===== config.mk =====
export PLATFORM = sky130hd
export DESIGN_NAME = kbd_mailbox
export DESIGN_NICKNAME = d
export VERILOG_FILES = /design/src/rtl/kbm_pkg.sv /design/src/rtl/kbm_host_decode.sv /design/src/rtl/kbm_byte_buf.sv /design/src/rtl/kbm_port.sv /design/src/rtl/kbd_mailbox.sv
export SDC_FILE = /design/constraint.sdc
export NUM_CORES = 1
export LEC_CHECK = 0
export BUFFER_PORTS_ARGS = -buffer_cell sky130_fd_sc_hd__buf_2
export CORE_UTILIZATION = 40
export DETAILED_ROUTE_END_ITERATION = 6
export GPL_TIMING_DRIVEN = 0
export PLACE_DENSITY = 0.86
export SYNTH_ARGS = -nofsm -noshare
export SYNTH_HDL_FRONTEND = slang
export SYNTH_HIERARCHICAL = 1
export SYNTH_SLANG_ARGS = --single-unit

===== constraint.sdc =====
create_clock -name clk -period 1.8 [get_ports clk]
set_input_delay 0.18 -clock clk [delete_from_list [all_inputs] [get_ports clk]]
set_output_delay 0.18 -clock clk [all_outputs]
set_load 0.03 [all_outputs]

===== src/rtl/kbm_pkg.sv =====
// Shared constants for the keyboard mailbox.
// Assumes: 8-bit host and controller data paths.
package kbm_pkg;
    localparam int BYTE_W       = 8;
    localparam int PIN_OBF_N    = 6;  // input-port bit: reply full, active low
    localparam int PIN_MIRROR   = 2;  // input-port bit: system mirror
    localparam int STAT_IBF     = 1;  // status bit: command full
    localparam int STAT_OBF     = 0;  // status bit: reply full
    localparam logic [BYTE_W-1:0] UNMAPPED = '1;

    // Builds the host status byte from the two flags.
    function automatic logic [BYTE_W-1:0] status_byte(input logic ibf, input logic obf);
        logic [BYTE_W-1:0] s;
        s = '0;
        s[STAT_IBF] = ibf;
        s[STAT_OBF] = obf;
        return s;
    endfunction
endpackage


===== src/rtl/kbm_host_decode.sv =====
// Host address decode: turns raw host strobes into data-port actions and
// read-path selects.
// Assumes: host_peek and host_rd are not raised in the same cycle.
module kbm_host_decode #(
    parameter int          ADDR_W    = 8,
    parameter logic [7:0]  DATA_ADDR = 8'h60,
    parameter logic [7:0]  STAT_ADDR = 8'h64
) (
    input  logic [ADDR_W-1:0] addr,
    input  logic              wr,
    input  logic              rd,
    input  logic              peek,
    output logic              data_wr,
    output logic              data_rd,
    output logic              sel_data,
    output logic              sel_stat,
    output logic              any_read
);
    logic hit_data, hit_stat;

    // Address compare and strobe qualification.
    always_comb begin
        hit_data = (addr == ADDR_W'(DATA_ADDR));
        hit_stat = (addr == ADDR_W'(STAT_ADDR));
        data_wr  = wr & hit_data;
        data_rd  = rd & hit_data;
        any_read = rd | peek;
        sel_data = hit_data;
        sel_stat = hit_stat;
    end
endmodule


===== src/rtl/kbm_byte_buf.sv =====
// One-byte holding register with a full flag. A fill and a drain in the
// same cycle keep the buffer full with the new byte.
// Assumes: fill and drain are single-cycle strobes.
module kbm_byte_buf #(
    parameter int W = 8
) (
    input  logic         clk,
    input  logic         rst_n,
    input  logic         fill,
    input  logic [W-1:0] fill_data,
    input  logic         drain,
    output logic [W-1:0] held,
    output logic         full
);
    // Latch the byte on a fill.
    always_ff @(posedge clk) begin
        if (!rst_n)     held <= '0;
        else if (fill)  held <= fill_data;
    end

    // Full flag: a fill sets it and takes priority over a drain.
    always_ff @(posedge clk) begin
        if (!rst_n)      full <= 1'b0;
        else if (fill)   full <= 1'b1;
        else if (drain)  full <= 1'b0;
    end

    a_r11_fill_wins: assert property (@(posedge clk) disable iff (!rst_n)
        (fill && drain) |=> (full && held == $past(fill_data)));
    a_r2_drain_clears: assert property (@(posedge clk) disable iff (!rst_n)
        (drain && !fill) |=> !full);
    a_r1_fill_sets: assert property (@(posedge clk) disable iff (!rst_n)
        fill |=> (full && held == $past(fill_data)));
    a_r5_idle_holds: assert property (@(posedge clk) disable iff (!rst_n)
        (!fill && !drain) |=> ($stable(full) && $stable(held)));
endmodule


===== src/rtl/kbm_port.sv =====
// Controller port logic: stores the inverted output-port bits that drive
// the keyboard lines, samples the returning keyboard data and assembles
// the controller input port.
// Assumes: kbd_data_i is already synchronous to clk.
module kbm_port #(
    parameter int W = 8
) (
    input  logic         clk,
    input  logic         rst_n,
    input  logic         pout_wr,
    input  logic [W-1:0] pout,
    input  logic         kbd_data_i,
    input  logic         sys_mirror,
    input  logic         reply_full,
    output logic [W-1:0] pin,
    output logic         kbd_clk_o,
    output logic         kbd_data_o
);
    import kbm_pkg::*;
    logic [1:0] line_q;
    logic       kbd_q;

    // Store the inverted low output-port bits.
    always_ff @(posedge clk) begin
        if (!rst_n)        line_q <= 2'b00;
        else if (pout_wr)  line_q <= ~pout[1:0];
    end

    // Sample the keyboard data line; reset takes it as high.
    always_ff @(posedge clk) begin
        if (!rst_n) kbd_q <= 1'b1;
        else        kbd_q <= kbd_data_i;
    end

    // Assemble the input port value.
    always_comb begin
        pin             = '0;
        pin[0]          = line_q[0];
        pin[1]          = line_q[1] & kbd_q;
        pin[PIN_MIRROR] = sys_mirror;
        pin[PIN_OBF_N]  = ~reply_full;
        kbd_clk_o       = line_q[0];
        kbd_data_o      = line_q[1];
    end

    a_r7_lines_follow: assert property (@(posedge clk) disable iff (!rst_n)
        pout_wr |=> (kbd_clk_o == !$past(pout[0]) && kbd_data_o == !$past(pout[1])
                     && pin[0] == !$past(pout[0])));
    a_r8_data_low_forces: assert property (@(posedge clk) disable iff (!rst_n)
        ($past(rst_n) && !$past(kbd_data_i)) |-> !pin[1]);
endmodule


===== src/rtl/kbd_mailbox.sv =====
// Keyboard controller host mailbox top: host decode, two byte buffers and
// the controller port logic.
// Assumes: single-cycle strobes on both sides; peek never with read.
module kbd_mailbox #(
    parameter int          ADDR_W    = 8,
    parameter logic [7:0]  DATA_ADDR = 8'h60,
    parameter logic [7:0]  STAT_ADDR = 8'h64
) (
    input  logic              clk,
    input  logic              rst_n,
    input  logic [ADDR_W-1:0] host_addr,
    input  logic              host_wr,
    input  logic              host_rd,
    input  logic              host_peek,
    input  logic [7:0]        host_wdata,
    output logic [7:0]        host_rdata,
    output logic              host_irq,
    input  logic              mcu_rd,
    output logic [7:0]        mcu_rdata,
    input  logic              mcu_wr,
    input  logic [7:0]        mcu_wdata,
    output logic              mcu_int,
    output logic [7:0]        mcu_pin,
    input  logic              mcu_pout_wr,
    input  logic [7:0]        mcu_pout,
    output logic              kbd_clk_o,
    output logic              kbd_data_o,
    input  logic              kbd_data_i,
    input  logic              sys_mirror_i
);
    import kbm_pkg::*;
    logic       data_wr, data_rd, sel_data, sel_stat, any_read;
    logic [7:0] cmd_byte, rep_byte;
    logic       cmd_full, rep_full;

    kbm_host_decode #(.ADDR_W(ADDR_W), .DATA_ADDR(DATA_ADDR), .STAT_ADDR(STAT_ADDR)) dec_i (
        .addr(host_addr), .wr(host_wr), .rd(host_rd), .peek(host_peek),
        .data_wr(data_wr), .data_rd(data_rd), .sel_data(sel_data),
        .sel_stat(sel_stat), .any_read(any_read));

    kbm_byte_buf #(.W(BYTE_W)) cmd_i (
        .clk(clk), .rst_n(rst_n), .fill(data_wr), .fill_data(host_wdata),
        .drain(mcu_rd), .held(cmd_byte), .full(cmd_full));

    kbm_byte_buf #(.W(BYTE_W)) rep_i (
        .clk(clk), .rst_n(rst_n), .fill(mcu_wr), .fill_data(mcu_wdata),
        .drain(data_rd), .held(rep_byte), .full(rep_full));

    kbm_port #(.W(BYTE_W)) port_i (
        .clk(clk), .rst_n(rst_n), .pout_wr(mcu_pout_wr), .pout(mcu_pout),
        .kbd_data_i(kbd_data_i), .sys_mirror(sys_mirror_i), .reply_full(rep_full),
        .pin(mcu_pin), .kbd_clk_o(kbd_clk_o), .kbd_data_o(kbd_data_o));

    // Host read mux and interrupt outputs.
    always_comb begin
        if (!any_read)     host_rdata = UNMAPPED;
        else if (sel_data) host_rdata = rep_byte;
        else if (sel_stat) host_rdata = status_byte(cmd_full, rep_full);
        else               host_rdata = UNMAPPED;
        host_irq  = rep_full;
        mcu_int   = cmd_full;
        mcu_rdata = cmd_byte;
    end

    a_r3_reply_posted: assert property (@(posedge clk) disable iff (!rst_n)
        mcu_wr |=> (host_irq && !mcu_pin[6]));
    a_r4_reply_taken: assert property (@(posedge clk) disable iff (!rst_n)
        (host_rd && host_addr == ADDR_W'(DATA_ADDR) && !mcu_wr) |=> (!host_irq && mcu_pin[6]));
    a_r1_cmd_posted: assert property (@(posedge clk) disable iff (!rst_n)
        (host_wr && host_addr == ADDR_W'(DATA_ADDR)) |=> mcu_int);
    a_r5_peek_quiet: assert property (@(posedge clk) disable iff (!rst_n)
        (host_peek && !host_wr && !mcu_wr && !mcu_rd) |=> ($stable(host_irq) && $stable(mcu_int)));
    a_r6_status_write_void: assert property (@(posedge clk) disable iff (!rst_n)
        (host_wr && host_addr == ADDR_W'(STAT_ADDR) && !mcu_rd) |=> $stable(mcu_int));
endmodule


After elaboration in Yosys (flattened, before gate mapping)
Index checks and enable logic that the tools add are counted.
{ "word_totals": {"ff_bits": 21, "latchBits": 0, "mem_bits_rw": 0, "mem_bits_ro": 0, "input_bits": 42, "elab_cells": 23, "mem_count": 0} }
{ "op_classes": {"addsub": 0, "mul": 0, "div_mod_pow": 0, "magnitude_cmp": 0, "eq_ne": 2, "shift": 0, "n_mux": 7, "bitwise_logic": 6, "reduce_logical": 2} }
{ "ops": {"columns": ["operator", "count"], "rows": [
  ["two-way mux 8 bit", 3],
  ["== test 8 x 7 -> 1 bit (second input constant)", 2],
  ["two-way mux 1 bit", 4],
  ["nonzero test 2 bit", 2],
  ["AND 1 bit", 3],
  ["inverter 2 bit", 1],
  ["inverter 1 bit", 1],
  ["OR 1 bit", 1]
]} }

Longest topological paths before layout
Gate-level depths: netlist (run 1).
{ "logic_depth": {"depth_word": 4, "depth_mapped": 5, "depth_no_buf": 4} }

By module
Netlist (run 1), hierarchy kept.
{ "by_module_without_submodules": {"columns": ["mod", "n_inst", "cells_per_inst", "area_per_inst_um2", "seq_area_each_um2"], "rows": [
  ["kbm_byte_buf", 2, 28, 335.3, 180.2],
  ["kbm_port", 1, 17, 152.6, 60.1],
  ["kbd_mailbox", 1, 20, 133.9, 0.0],
  ["kbm_host_decode", 1, 10, 72.6, 0.0]
]} }

Worst setup path after synthesis (run 1)
OpenSTA, ideal clock, no wires.
{ "synth_path": {"kind": "input to output", "start": "in host_addr[1]", "end": "out host_rdata[2]", "arrival_ns": 1.587, "t_required_ns": 1.620, "path_slack_ns": 0.033, "cell_stages": 4, "n_path_buf": 0, "path_cell_list": "or4_4 > nor2_1 > and2b_1 > o21ai_1"} }
{ "synth_between": {"word_cells_on_any_way": 5, "classes_between": "eq/ne (2); mux (3)"} }
{ "synth_lines": {"columns": ["item", "line", "text"], "rows": [
  ["from (decl)", "kbd_mailbox.sv:11", "input logic [ADDR_W-1:0] host_addr,"],
  ["== test 8 x 7 -> 1 bit", "kbm_host_decode.sv:23", "hit_data = (addr == ADDR_W'(DATA_ADDR));"],
  ["net sel_data", "kbd_mailbox.sv:32", "logic data_wr, data_rd, sel_data, sel_stat, any_read;"],
  ["two-way mux 8 bit", "kbd_mailbox.sv:57", "else if (sel_data) host_rdata = rep_byte;"],
  ["two-way mux 8 bit", "kbd_mailbox.sv:56", "if (!any_read) host_rdata = UNMAPPED;"],
  ["to (decl)", "kbd_mailbox.sv:16", "output logic [7:0] host_rdata,"]
]} }
The timed path passes the listed nets, and every way through them passes these cells.

Final worst setup path (run 1)
{ "layout_path": {"start": "in host_addr[1]", "end": "out host_rdata[4]"} }
Same word-level chain as after synthesis.

==> results.py, run 1 <==
metrics = {
    "pwr": {
        "p_int_mw": 0.637,
        "total_power_mw": 0.865,
        "swShare_pct": 26.4,
        "power_frac_seq_pct": 56.7,
        "power_density_nw_per_um2": 609,
        "combPwrFrac_pct": 17.1,
        "pwr-share-clk_pct": 26.2,
        "p_leak_nw": 0.677,
        "ir_drop_uv": 527,
        "power.switching_mw": 0.229,
    },
    "finish": {
        "seqCellArea_um2": 420,
        "area_delta_synth_final_pct": 37.9,
        "finish.net_count": 210,
        "post-route-util_pct": 57.8,
        "drive_gt1_share_pct": 48.5,
        "antenna_cells": 0,
        "multi_input_area_um2": 549,
        "fillers": 223,
        "fin_cells": 197,
    },
    "worst_setup_path": {
        "critPathCaptureType": "output port",
        "path_buf_inv": 2,
        "slowest_delay_ns": 0.56,
        "path_cells": "buf_2 -> or4_4 -> nor2_2 -> and2b_4 -> o21ai_1 -> buf_2",
        "r2r_start": "rep_i/full$_SDFFE_PN0P_",
        "crit_slowest_cell": "or4_4",
        "r2r_slack_ns": 1.05,
        "worstPathRequired_ns": 1.62,
        "critPathLaunch": "host_addr[1]",
        "cp.depth": 6,
        "crit_family": "simple AND/OR/NAND/NOR gates",
        "r2r_end": "rep_i/full$_SDFFE_PN0P_",
        "path_class": "in -> out",
        "path_max_fanout": 6,
        "cp-start-kind": "input port",
        "reg2regPathDepth": 2,
        "crit_path_frequent_cell": "buf_2",
        "cp.arrival_ns": 1.56,
    },
    "synthesis": {
        "ys_types": 21,
        "syn-cell-area_um2": 1030,
        "yosysSeqAreaShare_pct": 40.8,
        "synth.most_common_cell": "nor2b_1",
        "synth_largest_area_cell": "dfxtp_1",
        "synth_edf_count": 0,
        "yosys-top-cells-count": "nor2b_1, dfxtp_1, mux2i_1, o21ai_1, buf_4",
        "synthArstFlopShare_pct": 0,
        "ys_top_cells_by_area": "dfxtp_1, nor2b_1, mux2i_1",
        "yosys_warnings": 6,
        "ys_seq_elements": 21,
        "synth_top_area_share_pct": 40.8,
        "syn_area_per_cell_um2": 10.0,
        "synthFlopType": "dfxtp_1",
        "synth_cells": 103,
    },
    "global_routing": {
        "grt_pass1_wl_mm": 3.21,
        "grtUsageTotal_pct": 15.8,
        "antenna_found_initial": 0,
        "use_met3_pct": 3.19,
        "met2_usage_pct": 27.4,
        "grt-ovfl-total": 0,
        "grt_max_degree": 22,
        "use_met1_pct": 18.5,
        "grt_pass1_vias": 797,
        "busiest_layer": "met2",
    },
    "cts": {
        "clockRootBuffer": "clkbuf_4",
        "tritoncts": "done",
        "cts_sinks": 21,
        "clk_path_buf_depth": 2,
        "h-tree-depth": 1,
        "post_cts_buffers": 0,
        "numCtsBuffers": 3,
        "clk_pin_slew_ns": 0.12,
        "clock_latency_ns": 0.29,
    },
    "die": {
        "fp.dieW_um": 52.7,
        "start_util_pct": 41.9,
        "die_h_um": 52.7,
        "coreArea_um2": 2450,
        "rows": 18,
        "dieArea_um2": 2780,
        "io_pins": 70,
    },
    "placed_design": {
        "dp_hpwl_mm": 1.66,
        "pre_cts_slack_ns": -0.0383,
        "io_buffers": 57,
        "dp_cells": 193,
        "gp_congestion": 0.651,
    },
    "timing": {
        "fin_ws_ns": 0.0615,
        "setup_tns_ns": 0,
        "setup_viol": 0,
        "fmax_ghz": 0.575,
        "worst_clock_skew_ns": 0,
        "grt_setup_unrepaired": "no",
        "layout_min_cycle_time_ns": 1.74,
        "hold_viol_final": 0,
        "final_max_slew_viol_count": 0,
        "min_period_over_period_pct": 96.6,
    },
    "job": {
        "max_cap_viol_count": 0,
    },
    "detailed_routing": {
        "vias_per_cell": 4.63,
        "finalWirelength_mm": 2.11,
        "drt_pass1_iterations": 4,
        "via_count": 913,
        "wl_per_cell_um": 10.7,
        "drc_errors": 0,
        "drtIter0Drc": 4,
        "drtAntennaViolNets": 0,
    },
    "hold_path": {
        "holdPathEnd": "port_i/kbd_q$_SDFF_PN1_",
        "min_path_cells": 2,
        "hold_path.startpoint": "kbd_data_i",
        "hold_class": "in -> reg",
    },
    "status": {
        "status": "complete, no violations",
    },
}
logic make-up (layout without fill, tap and decap cells):
group,after synthesis,after routing,synth area share [%]
DFF,21,21,40.8
buffers and inverters,12,73,8.75
muxes,16,16,15.6
other,1,4,0.364
AOI/OAI and AO/OA,12,12,7.29
and+or+nand+nor,41,41,27.2
state kept, by name, indices dropped and copies added, names as in the netlist:
register	flops
rep_i/full	1
cmd_i/full	1
rep_i/held	8
port_i/line_q	2
port_i/kbd_q	1
cmd_i/held	8
worst reg2reg max path: cells and delay by family (launching register included):
| kind | cells | cell delay (ns) |
|---|---|---|
| AOI/OAI and AO/OA | 1 | 0.16 |
| DFF | 1 | 0.36 |
| and+or+nand+nor | 1 | 0.14 |
metrics by stage:
stage	hold WS (ns)	area, um2
2_1_floorplan	0.253	1040
3_3_place_gp	0.361	1360
3_5_place_dp	0.365	1360
4_1_cts	0.0310	1400
5_1_grt	0.0220	1420
6_report	0.0476	1420
worst max path at each step:
| stage | end | slack [ns] |
|---|---|---|
| after floorplan | host_rdata[2] | 0.03 |
| after global placement | host_rdata[3] | -0.0004 |
| after detailed placement | host_rdata[2] | -0.04 |
| after CTS | host_rdata[2] | 0.01 |
| after global routing | host_rdata[2] | 0.0008 |
| final | host_rdata[4] | 0.06 |
power groups by stage:
stage	Combinational, mW	Clock, mW	Sequential, mW
floorplan	0.0790	0	0.509
finish	0.148	0.227	0.490
CTS	0.147	0.241	0.491
detailed placement	0.147	0	0.501
global placement	0.142	0	0.500
global route	0.162	0.254	0.493
what timing repair did:
item,CTS,global route
hold buffers,0,0
endpoints found under the hold margin,0,0
pin swaps,0,0
setup endpoints to repair,6,7
resized for setup,4,5
cloned,0,0
cell type report:
cell class                      count  share of cell area (%)
Buffer                              9                    5.55
Clock buffer                        3                    1.59
Clock inverter                      1                   0.529
Inverter                            3                   0.793
Multi-Input combinational cell     73                    38.7
Sequential cell                    21                    29.6
Tap cell                           30                    2.64
Timing Repair Buffer               57                    20.6
placed cells by master, fill, tap and decap left out, types with 2 or more instances in the layout:
master    instances
buf_2            54
buf_4             8
buf_6             3
clkbuf_4          4
conb_1            4
dfxtp_1          21
inv_1             3
mux2i_1          16
nand2_1           2
nand2b_1          2
nor2b_1          26
nor3_2            2
nor3b_2           2
o211a_1           2
o21a_1            2
o21ai_1           6
o21ai_2           2
per-layer routing:
layer  part of all wire (%)  up-vias  wire length, um
met4                      0        0                0
met2                     49       46             1040
met5                      0        -                0
met1                     42      405              885
li1                       -      462                -
met3                    8.6        0              181
Note: power is estimated with default switching activity, not from simulation.
==> run 2, diff against run 1 <==
--- a/config.mk
+++ b/config.mk
@@ -10,6 +10,7 @@
 export DETAILED_ROUTE_END_ITERATION = 6
 export GPL_TIMING_DRIVEN = 0
 export PLACE_DENSITY = 0.86
+export RECOVER_POWER = 50
 export SYNTH_ARGS = -nofsm -noshare
 export SYNTH_HDL_FRONTEND = slang
 export SYNTH_HIERARCHICAL = 1
==> run 2 against run 1 <==
Against the previous run: sequential power is essentially flat; combinational power is essentially flat; clock power is essentially flat; cell count is the same; first-iteration DRC count grew 25%; critical path depth is the same; critical path type unchanged; largest cell class unchanged; largest power group unchanged; highest routed layer unchanged.
==> results.py, run 2 (synthesis results as in run 1) <==
metrics = {
    "status": {
        "status": "complete, no violations",
    },
    "die": {
        "rows": 18,
        "io_pins": 70,
        "fp.dieW_um": 52.7,
        "die_h_um": 52.7,
        "coreArea_um2": 2450,
        "start_util_pct": 41.9,
        "dieArea_um2": 2780,
    },
    "pwr": {
        "pwr-share-clk_pct": 26.2,
        "p_int_mw": 0.636,
        "ir_drop_uv": 527,
        "swShare_pct": 26.4,
        "power.switching_mw": 0.228,
        "power_frac_seq_pct": 56.7,
        "power_density_nw_per_um2": 617,
        "p_leak_nw": 0.631,
        "combPwrFrac_pct": 17.1,
    },
    "detailed_routing": {
        "wl_per_cell_um": 10.7,
        "drtIter0Drc": 5,
        "drtAntennaViolNets": 0,
        "finalWirelength_mm": 2.11,
        "via_count": 912,
        "drc_errors": 0,
        "drt_pass1_iterations": 3,
        "vias_per_cell": 4.63,
    },
    "timing": {
        "relSlewSlack_pct": 50.5,
        "grt_setup_unrepaired": "no",
        "fin_ws_ns": 0.0694,
        "min_period_over_period_pct": 96.1,
        "layout_min_cycle_time_ns": 1.73,
        "fmax_ghz": 0.578,
        "final_max_slew_viol_count": 0,
        "setup_viol": 0,
        "tightest_slew_ns": 0.742,
        "worst_clock_skew_ns": 0,
        "hold_viol_final": 0,
    },
    "worst_setup_path": {
        "r2r_start": "rep_i/full$_SDFFE_PN0P_",
        "r2r_slack_ns": 1.05,
        "critPathCaptureType": "output port",
        "worstPathRequired_ns": 1.62,
        "r2r_end": "rep_i/full$_SDFFE_PN0P_",
        "path_max_fanout": 6,
        "cp-start-kind": "input port",
        "path_class": "in -> out",
        "cp.arrival_ns": 1.55,
        "reg2regPathDepth": 2,
    },
    "placed_design": {
        "dp_hpwl_mm": 1.66,
        "gp_congestion": 0.651,
        "io_buffers": 57,
        "detailed_place.area_um2": 1360,
        "pre_cts_slack_ns": -0.0383,
    },
    "global_routing": {
        "grt_max_degree": 22,
        "grtUsageTotal_pct": 15.8,
        "grt-ovfl-total": 0,
        "grt_pass1_wl_mm": 3.21,
        "antenna_found_initial": 0,
        "grt_pass1_vias": 797,
    },
    "cts": {
        "h-tree-depth": 1,
        "cts_sinks": 21,
        "clk_pin_slew_ns": 0.12,
        "clk_path_buf_depth": 2,
        "numCtsBuffers": 3,
        "post_cts_buffers": 0,
        "clockRootBuffer": "clkbuf_4",
        "tritoncts": "done",
        "clock_latency_ns": 0.29,
        "cts_hold_buf": 0,
    },
    "job": {
        "max_cap_viol_count": 0,
    },
    "finish": {
        "antenna_cells": 0,
        "top_regs": "cmd_i/held (8), rep_i/held (8), port_i/line_q (2)",
        "stdcell_area_um2": 1400,
        "final_common_cell": "buf_2",
        "finish.net_count": 210,
        "fillers": 231,
        "area_delta_synth_final_pct": 36.1,
        "final_cell_mix": "buf_2, nor2b_1, dfxtp_1",
        "drive_gt1_share_pct": 41.3,
    },
    "hold_path": {
        "min_path_cells": 2,
        "holdPathEnd": "port_i/kbd_q$_SDFF_PN1_",
        "hold_class": "in -> reg",
        "hold_path.startpoint": "kbd_data_i",
    },
}
[run 2: cell count changes in the layout (fill, tap and decap cells not counted), sizes merged]
cell / previous run / this run
buf: 65 / 54
clkbuf: 4 / 15
[run 2: how the worst max path moves through the flow]
stage	end	from	slack (ns)	cells past startpoint
2_1_floorplan	host_rdata[2]	host_addr[1]	0.03	4
3_3_place_gp	host_rdata[3]	host_addr[1]	-0.0004	6
3_5_place_dp	host_rdata[2]	host_addr[1]	-0.04	6
4_1_cts	host_rdata[2]	host_addr[1]	0.01	6
5_1_grt	host_rdata[2]	host_addr[1]	0.008	7
6_report	host_rdata[4]	host_addr[1]	0.07	6
[run 2: layer usage]
layer  wire (um)  GRT usage (%)  vias up
li1            -              -      461
met1         884           18.5      405
met2        1040           27.4       46
met3         183           3.19        0
met4           0           6.58        0
met5           0              0        -
[run 2: metrics by stage]
| stage | utilization [%] | std cells | power [mW] | setup TNS (ns) | hold slack, ns |
|---|---|---|---|---|---|
| global route | 57.1 | 197 | 0.908 | 0 | 0.0220 |
| floorplan | - | 106 | 0.588 | 0 | 0.253 |
| detailed placement | 55.6 | 193 | 0.648 | -0.0991 | 0.365 |
| CTS | 57.1 | 197 | 0.879 | 0 | 0.0310 |
| finish | 57.1 | 197 | 0.864 | 0 | 0.0476 |
| global placement | 55.6 | 193 | 0.642 | -0.000396 | 0.361 |
[run 2: power by group through the flow]
stage / logic [mW] / clock network, mW / registers [mW]
after floorplan: 0.0790 / 0 / 0.509
after global placement: 0.142 / 0 / 0.500
after detailed placement: 0.147 / 0 / 0.501
after CTS: 0.147 / 0.241 / 0.491
after global routing: 0.161 / 0.254 / 0.493
final: 0.148 / 0.226 / 0.490
[run 2: area by class of cell]
cell class	instances	area, um2	area share (%)
clock inverters	1	7.51	0.536
repair buffers	57	279	19.9
flip-flops and latches	21	420	30.0
clock buffers	3	22.5	1.61
multi-input cells	73	544	38.8
well taps	30	37.5	2.68
plain buffers	9	78.8	5.63
inverters	3	11.3	0.804
[run 2: worst max-delay path, cell delays in order]
cell and delay, ns:
buf_2 0.11, or4_4 0.56, nor2_2 0.13, and2b_4 0.23, o21ai_1 0.13, buf_2 0.21
[run 2: repair_timing]
item                                   CTS  global route
setup endpoints to repair                6             7
endpoints found under the hold margin    0             0
resized for setup                        4             5
gates cloned                             0             0
